File: config.mk
export PLATFORM = sky130hd
export DESIGN_NAME = spi_host_ctrl
export DESIGN_NICKNAME = d
export VERILOG_FILES = /design/src/rtl/spi_host_pkg.sv /design/src/rtl/spi_host_fifo.sv /design/src/rtl/spi_host_shifter.sv /design/src/rtl/spi_host_csel.sv /design/src/rtl/spi_host_ctrl.sv
export SDC_FILE = /design/constraint.sdc
export NUM_CORES = 1
export LEC_CHECK = 0
export BUFFER_PORTS_ARGS = -buffer_cell sky130_fd_sc_hd__buf_2
export CELL_PAD_IN_SITES_DETAIL_PLACEMENT = 0
export CELL_PAD_IN_SITES_GLOBAL_PLACEMENT = 1
export CORE_ASPECT_RATIO = 0.9
export CORE_MARGIN = 3
export CORE_UTILIZATION = 45
export CTS_CLUSTER_SIZE = 20
export DETAILED_ROUTE_END_ITERATION = 16
export PLACE_DENSITY_LB_ADDON = 0.3
export SYNTH_ARGS = -nofsm -noshare
export SYNTH_HDL_FRONTEND = slang
export SYNTH_SLANG_ARGS = --single-unit
File: constraint.sdc
create_clock -name clk -period 3.9 [get_ports clk]
set_input_delay 1.17 -clock clk [delete_from_list [all_inputs] [get_ports clk]]
set_output_delay 1.17 -clock clk [all_outputs]
set_load 0.01 [all_outputs]
File: src/rtl/spi_host_pkg.sv
package spi_host_pkg;

    localparam int CS_LINES = 3;
    localparam int SEL_W    = 2;
    localparam int WORD_W   = 8;
    localparam int DIV_W    = 16;

    localparam logic [3:0] OFS_CTRL = 4'h0;
    localparam logic [3:0] OFS_DATA = 4'h4;
    localparam logic [3:0] OFS_DIV  = 4'h8;

    // stored control fields
    typedef struct packed {
        logic [CS_LINES-1:0] line_pol;
        logic                rxr_ie;
        logic                done_ie;
        logic                run;
        logic                glob_pol;
        logic                cpol;
        logic                cpha;
        logic [SEL_W-1:0]    sel;
    } ctrl_t;

    // live status flags
    typedef struct packed {
        logic rx_full;
        logic rx_need;
        logic tx_room;
        logic rx_avail;
        logic done;
    } flags_t;

    typedef enum logic [1:0] {REG_CTRL, REG_DATA, REG_DIV, REG_NONE} reg_sel_e;

    function automatic reg_sel_e decode_addr(input logic [3:0] a);
        case (a)
            OFS_CTRL: return REG_CTRL;
            OFS_DATA: return REG_DATA;
            OFS_DIV:  return REG_DIV;
            default:  return REG_NONE;
        endcase
    endfunction

    function automatic ctrl_t ctrl_from_word(input logic [31:0] w);
        ctrl_t c;
        c.sel      = w[1:0];
        c.cpha     = w[2];
        c.cpol     = w[3];
        c.glob_pol = w[6];
        c.run      = w[7];
        c.done_ie  = w[9];
        c.rxr_ie   = w[10];
        c.line_pol = w[23:21];
        return c;
    endfunction

    function automatic logic [31:0] status_word(input ctrl_t c, input flags_t f);
        logic [31:0] w;
        w        = '0;
        w[1:0]   = c.sel;
        w[2]     = c.cpha;
        w[3]     = c.cpol;
        w[6]     = c.glob_pol;
        w[7]     = c.run;
        w[9]     = c.done_ie;
        w[10]    = c.rxr_ie;
        w[20:16] = f;
        w[23:21] = c.line_pol;
        return w;
    endfunction

endpackage

File: src/rtl/spi_host_fifo.sv
module spi_host_fifo #(
    parameter int W     = 8,
    parameter int DEPTH = 16
) (
    input  logic                         clk,
    input  logic                         rst,
    input  logic                         clr,
    input  logic                         push,
    input  logic [W-1:0]                 wdata,
    input  logic                         pop,
    output logic [W-1:0]                 rdata,
    output logic [$clog2(DEPTH+1)-1:0]   count,
    output logic                         empty,
    output logic                         full
);
    localparam int AW = (DEPTH > 1) ? $clog2(DEPTH) : 1;
    localparam int CW = $clog2(DEPTH + 1);

    logic [W-1:0]  mem [DEPTH];
    logic [AW-1:0] wp, rp;
    logic          do_push, do_pop;

    assign empty   = (count == '0);
    assign full    = (count == CW'(DEPTH));
    assign do_push = push && !full;
    assign do_pop  = pop && !empty;
    assign rdata   = mem[rp];

    function automatic logic [AW-1:0] bump(input logic [AW-1:0] p);
        return (p == AW'(DEPTH - 1)) ? '0 : p + 1'b1;
    endfunction

    always_ff @(posedge clk) begin
        if (do_push && !clr) mem[wp] <= wdata;
    end

    always_ff @(posedge clk) begin
        if (rst || clr) begin
            wp    <= '0;
            rp    <= '0;
            count <= '0;
        end else begin
            if (do_push) wp <= bump(wp);
            if (do_pop)  rp <= bump(rp);
            count <= count + CW'(do_push) - CW'(do_pop);
        end
    end
endmodule

File: src/rtl/spi_host_shifter.sv
module spi_host_shifter #(
    parameter int DIV_W  = 16,
    parameter int WORD_W = 8
) (
    input  logic              clk,
    input  logic              rst,
    input  logic              enable,
    input  logic              cpol,
    input  logic              cpha,
    input  logic [DIV_W-1:0]  div,
    input  logic              tx_avail,
    input  logic [WORD_W-1:0] tx_byte,
    input  logic              rx_room,
    input  logic              miso,
    output logic              tx_pop,
    output logic              rx_push,
    output logic [WORD_W-1:0] rx_byte,
    output logic              busy,
    output logic              sclk,
    output logic              mosi
);
    localparam int EDGES = 2 * WORD_W;
    localparam int EW    = $clog2(EDGES);
    localparam logic [DIV_W-1:0] HALF_MAX = {1'b1, {(DIV_W-1){1'b0}}};

    logic [DIV_W-1:0]  half_len, hcnt;
    logic [EW-1:0]     edge_idx;
    logic              phase, mosi_q, tick, last_edge, sample_now;
    logic [WORD_W-1:0] tx_sh, rx_sh, rx_next;

    assign half_len   = (div[DIV_W-1:1] == '0) ? HALF_MAX : {1'b0, div[DIV_W-1:1]};
    assign tick       = busy && (hcnt == half_len - 1'b1);
    assign last_edge  = (edge_idx == EW'(EDGES - 1));
    // even edge index = leading edge; phase 0 samples there
    assign sample_now = (!edge_idx[0]) ^ cpha;
    assign rx_next    = {rx_sh[WORD_W-2:0], miso};

    assign tx_pop  = enable && !busy && tx_avail && rx_room;
    assign rx_push = enable && tick && last_edge;
    assign rx_byte = sample_now ? rx_next : rx_sh;
    assign sclk    = cpol ^ phase;
    assign mosi    = mosi_q;

    always_ff @(posedge clk) begin
        if (rst) begin
            busy     <= 1'b0;
            phase    <= 1'b0;
            hcnt     <= '0;
            edge_idx <= '0;
            tx_sh    <= '0;
            rx_sh    <= '0;
            mosi_q   <= 1'b0;
        end else if (!enable) begin
            busy     <= 1'b0;
            phase    <= 1'b0;
            hcnt     <= '0;
            edge_idx <= '0;
        end else if (tx_pop) begin
            busy     <= 1'b1;
            hcnt     <= '0;
            edge_idx <= '0;
            if (!cpha) begin
                mosi_q <= tx_byte[WORD_W-1];
                tx_sh  <= {tx_byte[WORD_W-2:0], 1'b0};
            end else begin
                tx_sh  <= tx_byte;
            end
        end else if (tick) begin
            hcnt     <= '0;
            phase    <= ~phase;
            edge_idx <= edge_idx + 1'b1;
            if (sample_now) begin
                rx_sh <= rx_next;
            end else begin
                mosi_q <= tx_sh[WORD_W-1];
                tx_sh  <= {tx_sh[WORD_W-2:0], 1'b0};
            end
            if (last_edge) busy <= 1'b0;
        end else if (busy) begin
            hcnt <= hcnt + 1'b1;
        end
    end
endmodule

File: src/rtl/spi_host_csel.sv
module spi_host_csel
    import spi_host_pkg::*;
(
    input  logic                run,
    input  logic [SEL_W-1:0]    sel,
    input  logic                glob_pol,
    input  logic [CS_LINES-1:0] line_pol,
    output logic [CS_LINES-1:0] cs_o
);
    for (genvar i = 0; i < CS_LINES; i++) begin : g_line
        logic lvl, hit;
        assign lvl     = glob_pol | line_pol[i];
        assign hit     = run && (sel == SEL_W'(i));
        assign cs_o[i] = hit ? lvl : ~lvl;
    end
endmodule

File: src/rtl/spi_host_ctrl.sv
module spi_host_ctrl
    import spi_host_pkg::*;
#(
    parameter int FIFO_DEPTH    = 16,
    parameter int RX_NEED_LEVEL = 12
) (
    input  logic                clk,
    input  logic                rst,
    input  logic                bus_valid,
    input  logic                bus_write,
    input  logic [3:0]          bus_addr,
    input  logic [31:0]         bus_wdata,
    output logic [31:0]         bus_rdata,
    output logic                sclk,
    output logic                mosi,
    input  logic                miso,
    output logic [CS_LINES-1:0] cs_o,
    output logic                irq
);
    localparam int CW = $clog2(FIFO_DEPTH + 1);

    ctrl_t             ctrl_q;
    logic [DIV_W-1:0]  div_q;
    reg_sel_e          rsel;
    logic              wr_ctrl, wr_div, wr_data, rd_data, clr_tx, clr_rx;
    logic [WORD_W-1:0] tx_head, rx_head, eng_rx_byte;
    logic [CW-1:0]     tx_count, rx_count;
    logic              tx_empty, tx_full, rx_empty, rx_full;
    logic              eng_tx_pop, eng_rx_push, eng_busy;
    flags_t            flags;

    assign rsel    = decode_addr(bus_addr);
    assign wr_ctrl = bus_valid && bus_write && (rsel == REG_CTRL);
    assign wr_div  = bus_valid && bus_write && (rsel == REG_DIV);
    assign wr_data = bus_valid && bus_write && (rsel == REG_DATA);
    assign rd_data = bus_valid && !bus_write && (rsel == REG_DATA);
    assign clr_tx  = wr_ctrl && bus_wdata[4];
    assign clr_rx  = wr_ctrl && bus_wdata[5];

    always_ff @(posedge clk) begin
        if (rst) begin
            ctrl_q <= '0;
            div_q  <= '0;
        end else begin
            if (wr_ctrl) ctrl_q <= ctrl_from_word(bus_wdata);
            if (wr_div)  div_q  <= bus_wdata[DIV_W-1:0];
        end
    end

    spi_host_fifo #(.W(WORD_W), .DEPTH(FIFO_DEPTH)) u_txq (
        .clk(clk), .rst(rst), .clr(clr_tx),
        .push(wr_data), .wdata(bus_wdata[WORD_W-1:0]),
        .pop(eng_tx_pop), .rdata(tx_head),
        .count(tx_count), .empty(tx_empty), .full(tx_full)
    );

    spi_host_fifo #(.W(WORD_W), .DEPTH(FIFO_DEPTH)) u_rxq (
        .clk(clk), .rst(rst), .clr(clr_rx),
        .push(eng_rx_push), .wdata(eng_rx_byte),
        .pop(rd_data), .rdata(rx_head),
        .count(rx_count), .empty(rx_empty), .full(rx_full)
    );

    spi_host_shifter #(.DIV_W(DIV_W), .WORD_W(WORD_W)) u_eng (
        .clk(clk), .rst(rst), .enable(ctrl_q.run),
        .cpol(ctrl_q.cpol), .cpha(ctrl_q.cpha), .div(div_q),
        .tx_avail(!tx_empty), .tx_byte(tx_head), .rx_room(!rx_full),
        .miso(miso), .tx_pop(eng_tx_pop), .rx_push(eng_rx_push),
        .rx_byte(eng_rx_byte), .busy(eng_busy), .sclk(sclk), .mosi(mosi)
    );

    spi_host_csel u_cs (
        .run(ctrl_q.run), .sel(ctrl_q.sel), .glob_pol(ctrl_q.glob_pol),
        .line_pol(ctrl_q.line_pol), .cs_o(cs_o)
    );

    assign flags.done     = ctrl_q.run && tx_empty && !eng_busy;
    assign flags.rx_avail = !rx_empty;
    assign flags.tx_room  = !tx_full;
    assign flags.rx_need  = (rx_count >= CW'(RX_NEED_LEVEL));
    assign flags.rx_full  = rx_full;

    assign irq = (flags.done && ctrl_q.done_ie) || (flags.rx_need && ctrl_q.rxr_ie);

    always_comb begin
        case (rsel)
            REG_CTRL: bus_rdata = status_word(ctrl_q, flags);
            REG_DATA: bus_rdata = rx_empty ? 32'h0 : {{(32-WORD_W){1'b0}}, rx_head};
            REG_DIV:  bus_rdata = {{(32-DIV_W){1'b0}}, div_q};
            default:  bus_rdata = 32'h0;
        endcase
    end
endmodule

* Yosys cells after proc, flatten, opt, wreduce, memory -nomap -nowiden
Memory sizes are Yosys's and may differ from the RTL's. A register that Yosys moved wholly into a read port is not among the register bits.
Cells that the tools add are included.
** Word-level totals
- Bits in registers :: 92
- Latch bits :: 0
- Bits in writable memories :: 256
- Bits in read-only memories :: 0
- Input port bits :: 41
- Output and inout bits :: 38
- Word-level logic and storage cells :: 149
- Memories :: 2
** Memory list
- u_rxq.mem :: depth 16, bits a word 8, read ports 1, clocked after Yosys merged registers in 1, wr ports 1, line spi_host_fifo.sv:19 : logic [W-1:0] mem [DEPTH];
- u_txq.mem :: depth 16, bits a word 8, read ports 1, clocked after Yosys merged registers in 1, wr ports 1, line spi_host_fifo.sv:19
** Cells by class
- $add $sub $neg :: 11
- Multiply operators :: 0
- Divide/modulo/power cells :: 0
- $lt $le $gt $ge :: 1
- Equal/unequal tests :: 16
- Shift operators :: 0
- Muxes and demuxes :: 31
- Bitwise logic cells :: 11
- Reduce and logical (&&, ||, !) cells :: 55
** Operators with widths (count)
- $pmux 24 s3 :: 1
- $mux 8 :: 6
- $mux 4 :: 8
- $logic_and 1x1->1 :: 27
- $eq 4x4->1 const B :: 6
- $add 4x1->4 const B :: 5
- $add 16x1->16 const B :: 1
- $eq 16x16->1 :: 1
- $mux 16 :: 1
- $sub 16x1->16 const B :: 1
- $logic_not 15->1 :: 1
- $mux 1 :: 14
- $add 5x1->5 :: 2
- $eq 5x5->1 const B :: 2
- $logic_not 5->1 :: 2
- $sub 5x1->5 :: 2
- $logic_not 1->1 :: 9
- $not 1->1 :: 6
- $pmux 2 s3 :: 1
- $reduce_and 3->1 :: 2
- $ge 5x4->1 const B :: 1
- $eq 2x1->1 const B :: 2
- $eq 2x2->1 const B :: 2
- $eq 4x3->1 const B :: 1
- other kinds (12) :: 21

* Longest topological paths before layout
Gate-level depths: netlist of run 1.
- Depth after elaboration :: 11
- Mapped depth :: 19
- Gate-level depth less buffers :: 18

* Modules after synthesis
Synthesis of run 1 repeated with hierarchy kept, for this count alone.
** Second synthesis, totals
- Cells, all modules :: 1130
- Area total of the unflattened synthesis :: 16089.2 um^2
** By module, submodules not included
- spi_host_fifo :: instances 2, cells an instance 309, area an instance 5835.6 um^2, seq. area each 4184.0 um^2
- spi_host_shifter :: instances 1, cells an instance 322, area an instance 2741.4 um^2, seq. area each 780.7 um^2
- spi_host_ctrl :: instances 1, cells an instance 181, area an instance 1611.5 um^2, seq. area each 540.5 um^2
- spi_host_csel :: instances 1, cells an instance 9, area an instance 65.1 um^2, seq. area each 0.0 um^2

* Worst setup path after synthesis of run 1
No wires, ideal clock.
- Kind :: input-to-reg
- From :: input port bus_addr[1]
- To :: register u_rxq.count[4]
- Arrival time :: 3.554 ns
- Data required time :: 3.772 ns
- Setup slack :: 0.219 ns
- Stages :: 14
- Path buffers :: 0
- Cells stage by stage :: nor4b_1 -> o21ai_1 -> nor3b_1 -> ha_1 -> inv_1 -> ha_1 -> inv_1 -> fa_1 -> inv_1 -> a21oi_1 -> nor2_1 -> nor2_1 -> xor2_1 -> nor2_1
** Between the ends
- Cells in the longest elaborated chain, start to end :: 6
- Elaborated cells on any way between the ends :: 12
- Those cells by class :: add/sub: 1; eq/ne: 3; mux: 1; reduce/logical: 7
** RTL lines
- start: declaration :: line spi_host_ctrl.sv:11 : input logic [3:0] bus_addr,
- $eq 4x4->1 (tied with other cells) :: line spi_host_pkg.sv:36 : case (a)
- $pmux 2 s3 * :: line spi_host_pkg.sv:36
- $eq 2x1->1 * :: line spi_host_ctrl.sv:36 : assign rd_data = bus_valid && !bus_write && (rsel == REG_DATA);
- $logic_and 1x1->1 * :: line spi_host_ctrl.sv:36
- $logic_and 1x1->1 * :: line spi_host_fifo.sv:26 : assign do_pop = pop && !empty;
- net u_rxq.do_pop :: line spi_host_fifo.sv:21 : logic do_push, do_pop;
- $sub 5x1->5 * :: line spi_host_fifo.sv:45 : count <= count + CW'(do_push) - CW'(do_pop);
- end signal: assignment :: line spi_host_fifo.sv:45
- end: declaration :: line spi_host_fifo.sv:12 : output logic [$clog2(DEPTH+1)-1:0] count,
The timed path passes the listed nets; every way through them passes the cells marked *.
A chain may end at the register's enable or synchronous reset.

* Worst setup path after layout of run 1
- From :: input port bus_addr[1]
- To :: output port bus_rdata[5]
** Between the ends
- Cells in the longest elaborated chain, start to end :: 4
- Elaborated cells on any way between the ends :: 8
- Those cells by class :: eq/ne: 4; mux: 2; reduce/logical: 2
** RTL lines
- $eq 4x4->1 (tied with other cells) :: line spi_host_pkg.sv:36
- $pmux 2 s3 * :: line spi_host_pkg.sv:36
- $eq 2x2->1 (tied with other cells) :: line spi_host_ctrl.sv:86 : case (rsel)
- $pmux 24 s3 * :: line spi_host_ctrl.sv:86
- end: declaration :: line spi_host_ctrl.sv:13 : output logic [31:0] bus_rdata,
Every way passes the cells marked *; elsewhere a longest branch is shown, timed or not.

==> results of run 1 <==
layout make-up:
class	instances	area [sq um]	share of cell area, %
Tap cell	462	578	3.20
Multi-Input combinational cell	665	5580	31.0
Clock inverter	20	218	1.21
Sequential cell	356	9690	53.7
Clock buffer	50	1080	5.98
Inverter	38	143	0.791
Timing Repair Buffer	117	748	4.15
how the worst max path moves through the flow:
stage / from / endpoint / slack [ns] / cells past startpoint
after floorplan: bus_addr[1] / u_rxq.count[4] / 0.22 / 14
after global placement: div_q[1] / u_rxq.count[4] / 0.19 / 18
after detailed placement: div_q[1] / u_rxq.count[4] / 0.14 / 18
after CTS: flip-flop / bus_rdata[5] / 0.10 / 6
after global routing: div_q[1] / u_rxq.count[4] / 0.02 / 18
final: bus_addr[1] / bus_rdata[5] / 0.12 / 7
layer usage:
layer | global-route usage (%) | part of all wire, % | up-vias
li1 | - | - | 4404
met1 | 29.9 | 47 | 4682
met2 | 28.5 | 44 | 310
met3 | 4.24 | 7.1 | 41
met4 | 5.07 | 1.9 | 2
met5 | 0 | 0.020 | -
critical path: stages:
cell,delay [ns]
buf_2,0.12
nor4b_1,0.35
buf_4,0.18
o21ai_1,0.10
buf_4,0.21
o21ai_0,0.28
buf_2,0.19
cells by family after synthesis:
| group | after synthesis | synth area share [%] |
|---|---|---|
| AO/OA/AOI/OAI | 132 | 5.41 |
| XOR/XNOR | 46 | 2.58 |
| adder cells (fa/ha/maj) | 30 | 2.50 |
| buffers and inverters | 103 | 2.80 |
| flip-flops | 356 | 62.1 |
| multiplexers | 103 | 13.1 |
| other | 1 | 0.0240 |
| AND/OR/NAND/NOR | 346 | 11.6 |
synth_stat cells (all sizes together) (8+ instances only):
cell,count,area share [%]
clkbuf,37,0.89
xor2,26,1.5
mux2,8,0.58
and3,10,0.40
a21oi,57,1.8
nor2,75,1.8
or3,10,0.43
ha,28,2.2
nand4,9,0.55
edfxtp,256,49
xnor2,20,1.1
o21ai,27,0.89
nand2,108,2.6
nor4,18,1.1
inv,37,0.89
mux2i,15,0.96
mux4,80,12
nor3,22,0.80
dfxtp,100,13
and2,13,0.52
buf,28,0.99
nand2b,17,0.68
nand3,37,1.2
sequential cells by signal, indices dropped and copies added (netlist names), named ones only:
name	flops
u_txq.rp	4
u_eng.phase	1
div_q	16
u_txq.wp	4
u_rxq.rp	4
u_rxq.mem	128
ctrl_q	11
u_eng.busy	1
u_eng.rx_sh	8
u_eng.tx_sh	8
u_rxq.count	5
u_rxq.wp	4
u_eng.mosi	1
u_eng.hcnt	16
u_eng.edge_idx	4
u_txq.count	5
u_txq.mem	128
power breakdown:
group	leakage [nW]	switching, mW	internal (mW)
combinational	2.28	0.127	0.0619
sequential	3.14	0.0169	4.04
clock	0.624	1.46	2.23
total	6.04	1.60	6.33
what timing repair did:
item,4_1_cts,5_1_grt
setup buffers,0,1
hold endpoints to repair,0,0
setup endpoints to repair,0,1
gates resized for setup,0,2
per-stage QoR:
step,instance area (sq um),worst slack [ns],hold slack [ns],power [mW],cells
2_1_floorplan,15600,0.219,0.436,4.24,1124
3_3_place_gp,16700,0.186,0.449,4.32,1637
3_5_place_dp,16700,0.143,0.450,4.32,1637
4_1_cts,18000,0.102,0.459,8.02,1707
5_1_grt,18000,0.0173,0.489,8.20,1708
6_report,18000,0.115,0.458,7.93,1708
==> impl_metrics.csv, run 1 <==
group,metric,value,unit
setup_path,critical_path.max_fanout,8,
min_path,holdPathStages,2,
clocking,ctsHoldBuffers,0,
setup_path,cp_data_required_time,2.73,ns
clocking,cts_sinks,356,
setup_path,r2r-start,"div_q[1]",
timing,slew_violations,0,
min_path,min_to,"div_q[0]",
placement,place_congestion,0.795,
timing,fmax,264,MHz
logic_synthesis,netlist_area,15600,sq um
logic_synthesis,synth_seq_area_share,62.1,%
job,max-cap-violations,0,
timing,finalSetupViolations,0,
floorplanning,start_util,45.8,%
placement,dp_hpwl,24400,um
logic_synthesis,syn_area_per_cell,14.0,sq um
timing,finalSetupTns,0,ns
layout,n_antenna_cell,0,
grt,antenna_found_initial,1,
clocking,cts_inserted_buffers,39,
detailed_routing,drtIter0Drc,738,
timing,tightest_slew,0.978,ns
layout,final_net_count,1288,
floorplanning,die_area,37000,sq um
logic_synthesis,synth_flop_cell,"edfxtp_1",
logic_synthesis,syn-instance-count,1117,
setup_path,endpoint_kind,"output port",
floorplanning,core_area,34100,sq um
clocking,clockBufferDepth,3,
floorplanning,ios,79,
timing,slew-limit-headroom,34.6,%
placement,io_buffers,57,
detailed_routing,antenna_left,0,
clocking,htree_num_levels,2,
pwr,cellLeakagePower,6.04,nW
setup_path,worstPathArrival,2.61,ns
pwr,power_density,440,nW/um^2
clocking,cts.clk_slew.worst_paths,0.06,ns
detailed_routing,wl,35800,um
grt,grt_usage,19.5,%
detailed_routing,vias,9439,
clocking,cts_root_buf,"clkbuf_16",
logic_synthesis,synth_seq_cells,356,
logic_synthesis,ys_types,70,
setup_path,critPathKind,"in -> out",
detailed_routing,drc,0,
timing,finClkSkew,0.0187,ns
setup_path,reg2reg_depth,18,
logic_synthesis,synth-async-reset-ratio,0,%
timing,finalHoldViolCount,0,
grt,first_global_vias,9250,
detailed_routing,wire_per_inst,20.9,um
min_path,min_path_type,"reg -> reg",
logic_synthesis,yosysWarnings,0,
floorplanning,rows,64,
layout,fillers,2856,
grt,grt-ovfl-total,0,
floorplanning,fp.dieW,202,um
layout,drive_gt1_share,24.1,%
layout,final_cell_mix,"256 x edfxtp_1, 108 x nand2_1, 98 x dfxtp_1, 80 x mux4_2, 75 x nor2_1",
clocking,worst_skew_pair.late_latency,0.53,ns
setup_path,r2r_slack,0.21,ns
layout,final_common_cell,"edfxtp_1",
floorplanning,die_h,183,um
grt,grt_pass1_wl,55300,um
setup_path,critPathLaunchType,"primary input",
clocking,cts_tree,"built",
timing,final.min_clock_period,3.78,ns
outcome,outcome,"complete, no violations",
min_path,hp-start,"div_q[0]",
timing,period_share,97.0,%
detailed_routing,first_pass_iters,5,
layout,final_util,52.9,%
logic_synthesis,synth-edff-count,256,
layout,area_delta_synth_final,15.5,%
detailed_routing,via_per_inst,5.53,
timing,rsz0062_at_grt,"no",
grt,grt_max_degree,39,
pwr,peakVddDrop,0.000387,V
setup_path,r2r-end,"u_rxq.count[4]",
No activity file was read; power rests on OpenSTA's default activity.
==> run 2, diff against run 1 <==
--- a/config.mk
+++ b/config.mk
@@ -9,5 +9,5 @@
 export CELL_PAD_IN_SITES_DETAIL_PLACEMENT = 0
 export CELL_PAD_IN_SITES_GLOBAL_PLACEMENT = 1
-export CORE_ASPECT_RATIO = 0.9
+export CORE_ASPECT_RATIO = 1.2
 export CORE_MARGIN = 3
 export CORE_UTILIZATION = 45
@@ -15,4 +15,5 @@
 export DETAILED_ROUTE_END_ITERATION = 16
 export PLACE_DENSITY_LB_ADDON = 0.3
+export SLEW_MARGIN = 15
 export SYNTH_ARGS = -nofsm -noshare
 export SYNTH_HDL_FRONTEND = slang
==> constraint.sdc (replaced) <==
create_clock -name clk -period 3.9 [get_ports clk]
set_input_delay 0.585 -clock clk [delete_from_list [all_inputs] [get_ports clk]]
set_output_delay 0.585 -clock clk [all_outputs]
set_load 0.01 [all_outputs]
==> run 2 against run 1 <==
- final area shrank 1.2%
- setup slack better by 0.13 ns
- register-to-register slack improved by 0.03 ns
- cell count down 0.70%
- sequential power about the same
- via count down 1.7%
- critical path depth increased by 11
- wire length fell by 3.9%
- utilization down 0.74 points
- sequential cell count stayed put
- sequential share of layout area grew 0.68 points
- first-iteration DRC count is 9.9% lower
- largest cell class unchanged
==> impl_metrics.csv, run 2 (same netlist as run 1, synthesis figures left out) <==
group,metric,value,unit
pwr,internal_power,6.03,mW
setup_path,r2r_slack,0.24,ns
outcome,outcome,"complete, no violations",
floorplanning,core_area,34200,sq um
grt,grt-ovfl-total,0,
setup_path,r2r-start,"div_q[1]",
layout,drive_gt1_share,22.9,%
detailed_routing,via_per_inst,5.47,
setup_path,r2r-end,"u_rxq.count[4]",
setup_path,crit_chain,"inv_1 > ha_1 > nor3b_4 > a21oi_1 > or4b_2 > nor4_2 > and4_4 > nand4_4 > inv_1 > ha_1 > inv_1 > fa_1 > inv_1 > a21oi_1 > nor2_1 > nor2_1 > xor2_1 > nor2_1",
clocking,cts_inserted_buffers,37,
job,max-cap-violations,0,
timing,finalSetupViolations,0,
clocking,ctsHoldBuffers,0,
detailed_routing,vias,9276,
placement,place_congestion,0.782,
timing,final.min_clock_period,3.66,ns
floorplanning,die_h,210,um
clocking,cts_root_buf,"clkbuf_16",
setup_path,worst_path_most_repeated_cell,"inv_1",
grt,antenna_found_initial,0,
floorplanning,fp.dieW,176,um
layout,final_cell_mix,"256 x edfxtp_1, 108 x nand2_1, 98 x dfxtp_1, 80 x mux4_2, 75 x nor2_1",
pwr,power_density,427,nW/um^2
floorplanning,ios,79,
timing,period_share,93.8,%
layout,stdcell_count,1696,
setup_path,worstPathArrival,4.08,ns
layout,reg_top3,"u_rxq.mem (128), u_txq.mem (128)",
clocking,htree_num_levels,2,
timing,slew-limit-headroom,40.1,%
clocking,cts_sinks,356,
clocking,cts_tree,"built",
pwr,swShare,20.7,%
layout,final_common_cell,"edfxtp_1",
detailed_routing,wl,34400,um
clocking,worst_skew_pair.late_latency,0.54,ns
timing,tightest_slew,0.895,ns
pwr,power,7.60,mW
pwr,cellLeakagePower,5.96,nW
detailed_routing,antenna_left,0,
detailed_routing,drtIter0Drc,665,
layout,multi_input_area,5530,sq um
pwr,peakVddDrop,0.000422,V
placement,place_inst,1629,
grt,grt_max_degree,39,
placement,dp_hpwl,24000,um
min_path,holdPathStages,3,
setup_path,endpoint_kind,"flip-flop",
detailed_routing,first_pass_iters,6,
timing,finalHoldViolCount,0,
layout,final_net_count,1284,
pwr,switching_power,1.57,mW
floorplanning,die_area,37000,sq um
timing,finClkSkew,0.0245,ns
setup_path,cp_slowest_cell,"or4b_2",
grt,grt_pass1_wl,54200,um
grt,first_global_vias,9352,
pwr,pwr-share-comb,2.4,%
timing,rsz0062_at_grt,"no",
layout,n_antenna_cell,0,
clocking,clockBufferDepth,3,
grt,grt_usage,18.8,%
timing,fmax,273,MHz
layout,fillers,2852,
min_path,hp-start,"bus_wdata[8]",
min_path,min_to,"div_q[8]",
clocking,cts.clk_slew.worst_paths,0.06,ns
pwr,power_frac_clock,44.3,%
detailed_routing,drc,0,
setup_path,path_buf_inv,4,
min_path,min_path_type,"in -> reg",
setup_path,reg2reg_depth,18,
timing,finalSetupTns,0,ns
placement,io_buffers,57,
setup_path,crit_family,"simple AND/OR/NAND/NOR gates",
setup_path,critPathKind,"reg -> reg",
detailed_routing,wire_per_inst,20.3,um
layout,seqCellArea,9690,sq um
timing,slew_violations,0,
setup_path,critPathLaunchType,"flip-flop",
setup_path,critical_path.max_fanout,5,
setup_path,cp_data_required_time,4.32,ns
setup_path,slowest_delay,0.66,ns
floorplanning,rows,74,
layout,area_delta_synth_final,14.1,%
pwr,seqPwrFrac,53.3,%
floorplanning,start_util,45.7,%
-- run 2: metal layers --
layer  wire [um]  GRT usage, %
met1       14500          24.5
met2       17700          33.0
met3        1380          2.83
met4         794          5.27
met5           0             0
-- run 2: power groups by stage --
stage | clock network, mW | logic [mW] | registers [mW]
finish | 3.37 | 0.182 | 4.05
global route | 3.59 | 0.204 | 4.05
CTS | 3.45 | 0.184 | 4.05
detailed placement | 0 | 0.182 | 4.13
global placement | 0 | 0.179 | 4.13
floorplan | 0 | 0.113 | 4.13
-- run 2: final cells by class --
class,count,area share (%)
Clock buffer,51,5.79
Clock inverter,15,0.716
Inverter,38,0.801
Multi-Input combinational cell,665,31.1
Sequential cell,356,54.4
Tap cell,456,3.20
Timing Repair Buffer,115,4.04
-- run 2: timing repair --
item	in CTS	in global routing
gates resized for setup	0	1
endpoints found under the hold margin	0	0
setup endpoints to repair	0	1
setup buffers	0	1
-- run 2: worst min-delay path: cells and delay by family --
kind | cells | cell delay (ns)
buffers and inverters | 1 | 0.10
AO/OA/AOI/OAI | 1 | 0.05
AND/OR/NAND/NOR | 1 | 0.04
-- run 2: worst max-delay path by stage --
stage,start,end,cells past startpoint
2_1_floorplan,div_q[1],u_rxq.mem[0][0],9
3_3_place_gp,div_q[1],u_rxq.count[4],18
3_5_place_dp,div_q[1],u_rxq.count[4],18
4_1_cts,div_q[1],u_rxq.count[4],18
5_1_grt,div_q[2],u_rxq.count[4],18
6_report,div_q[1],u_rxq.count[4],18
-- run 2: through the flow --
stage	hold WS, ns	worst slack [ns]	cell area [sq um]	util [%]
after global routing	0.286	0.00862	17800	52.2
final	0.284	0.243	17800	52.2
after floorplan	0.436	0.266	15600	-
after global placement	0.446	0.176	16600	48.7
after detailed placement	0.454	0.153	16600	48.7
after CTS	0.265	0.137	17800	52.1
==> run 3, diff against run 2 <==
CELL_PAD_IN_SITES_DETAIL_PLACEMENT = 2   (was 0)
CELL_PAD_IN_SITES_GLOBAL_PLACEMENT = 2   (was 1)
CORE_UTILIZATION = 44   (was 45)
PLACE_DENSITY = 0.78   (was not set)
PLACE_DENSITY_LB_ADDON = not set   (was 0.3)
==> run 3 against run 2 <==
- critical path depth shrank 12
- sequential cell count unchanged
- first-iteration DRC count grew 12%
- global-route usage is 6.3 points higher
==> impl_metrics.csv, run 3 (same netlist as run 1, synthesis figures left out) <==
group,metric,value,unit
outcome,outcome,"complete, no violations",
setup_path,r2r-end,"u_rxq.count[4]",
setup_path,critical_path.max_fanout,18,
setup_path,crit_chain,"buf_4 > mux4_2 > mux4_2 > inv_1 > o21ai_0 > buf_2",
layout,n_antenna_cell,0,
detailed_routing,drc,0,
layout,final_area,18100,sq um
clocking,htree_num_levels,2,
floorplanning,ios,79,
clocking,cts.clk_slew.worst_paths,0.06,ns
clocking,worst_skew_pair.late_latency,0.55,ns
setup_path,cp_data_required_time,3.31,ns
clocking,ctsHoldBuffers,0,
layout,area_delta_synth_final,15.7,%
layout,drive_gt1_share,24.3,%
setup_path,endpoint_kind,"output port",
timing,final.min_clock_period,3.63,ns
pwr,power_density,439,nW/um^2
timing,finalSetupViolations,0,
placement,dp_hpwl,32400,um
clocking,cts_root_buf,"clkbuf_16",
setup_path,worst_path_most_repeated_cell,"mux4_2",
setup_path,path_buf_inv,3,
setup_path,reg2reg_depth,17,
timing,finalSetupTns,0,ns
setup_path,r2r_slack,0.32,ns
pwr,cellLeakagePower,6.08,nW
floorplanning,die_h,212,um
pwr,power,7.94,mW
grt,first_global_vias,11200,
min_path,min_path_type,"in -> reg",
placement,io_buffers,57,
detailed_routing,wl,47100,um
timing,finClkSkew,0.0264,ns
grt,grt_max_degree,50,
placement,place_congestion,0.781,
layout,final_common_cell,"edfxtp_1",
floorplanning,start_util,45.2,%
detailed_routing,drtIter0Drc,746,
grt,grt-ovfl-total,0,
setup_path,r2r-start,"div_q[6]",
grt,antenna_found_initial,2,
layout,final_cell_mix,"256 x edfxtp_1, 108 x nand2_1, 98 x dfxtp_1, 80 x mux4_2, 75 x nor2_1",
layout,reg_top3,"u_rxq.mem (128), u_txq.mem (128)",
layout,final_util,52.3,%
min_path,hp-start,"bus_wdata[22]",
floorplanning,rows,74,
detailed_routing,antenna_left,0,
pwr,peakVddDrop,0.000408,V
timing,fmax,276,MHz
clocking,cts_inserted_buffers,38,
floorplanning,core_area,34500,sq um
job,max-cap-violations,0,
detailed_routing,first_pass_iters,5,
timing,finalHoldViolCount,0,
floorplanning,fp.dieW,178,um
timing,hold_ws,0.280,ns
detailed_routing,wire_per_inst,27.5,um
timing,period_share,93.1,%
min_path,min_to,"ctrl_q[9]",
timing,slew_violations,0,
setup_path,crit_family,"multiplexers",
floorplanning,die_area,37800,sq um
min_path,holdPathStages,3,
grt,grt_usage,25.2,%
clocking,cts_sinks,356,
grt,grt_pass1_wl,70800,um
layout,final_net_count,1299,
timing,rsz0062_at_grt,"no",
detailed_routing,vias,10000,
setup_path,critPathLaunchType,"flip-flop",
setup_path,cp_slowest_cell,"dfxtp_2",
timing,slew-limit-headroom,48.3,%
clocking,cts_tree,"built",
placement,placed_area,16700,sq um
detailed_routing,via_per_inst,5.85,
setup_path,slowest_delay,0.77,ns
clocking,clockBufferDepth,3,
setup_path,worstPathArrival,3.04,ns
setup_path,critPathKind,"reg -> out",
timing,tightest_slew,0.775,ns
[run 3: cell type report]
| cell class | instances | area, sq um |
|---|---|---|
| clock buffers | 53 | 1050 |
| multi-input cells | 665 | 5580 |
| well taps | 456 | 571 |
| repair buffers | 129 | 826 |
| inverters | 38 | 143 |
| flip-flops and latches | 356 | 9690 |
| clock inverters | 16 | 204 |
| fillers | 3156 | 16500 |
[run 3: where the power goes]
part	switching (mW)	internal (mW)
combinational	0.132	0.0665
sequential	0.0189	4.04
clock	1.53	2.16
total	1.68	6.26
[run 3: worst min-delay path, delay by kind of cell]
family                 cells  cell delay (ns)
buffers and inverters      1             0.10
AO/OA/AOI/OAI              1             0.05
AND/OR/NAND/NOR            1             0.04
[run 3: timing repair]
| item | in CTS | in global routing |
|---|---|---|
| gates resized for setup | 0 | 6 |
| endpoints found under the hold margin | 0 | 0 |
| buffers inserted | 0 | 6 |
| endpoints found under the setup margin | 0 | 6 |
[run 3: through the flow]
step,instances,setup slack (ns)
after floorplan,1124,0.266
after global placement,1638,0.176
after detailed placement,1638,0.0501
after CTS,1707,0.0259
after global routing,1713,0.0229
final,1713,0.271
[run 3: per-layer routing]
metal | global-route usage (%) | part of all wire, % | wire [um] | up-vias
met5 | 0 | 0.057 | 27 | -
li1 | - | - | - | 4419
met3 | 4.00 | 3.7 | 1750 | 96
met2 | 47.0 | 55 | 26000 | 256
met1 | 29.0 | 38 | 17700 | 5252
met4 | 8.64 | 3.4 | 1610 | 4
[run 3: how the worst max path moves through the flow]
| stage | to | slack, ns | cells past startpoint |
|---|---|---|---|
| finish | bus_rdata[3] | 0.27 | 6 |
| global route | u_rxq.count[4] | 0.02 | 18 |
| floorplan | u_rxq.mem[0][0] | 0.27 | 9 |
| global placement | u_rxq.count[4] | 0.18 | 18 |
| detailed placement | u_rxq.count[4] | 0.05 | 18 |
| CTS | u_rxq.count[4] | 0.03 | 18 |
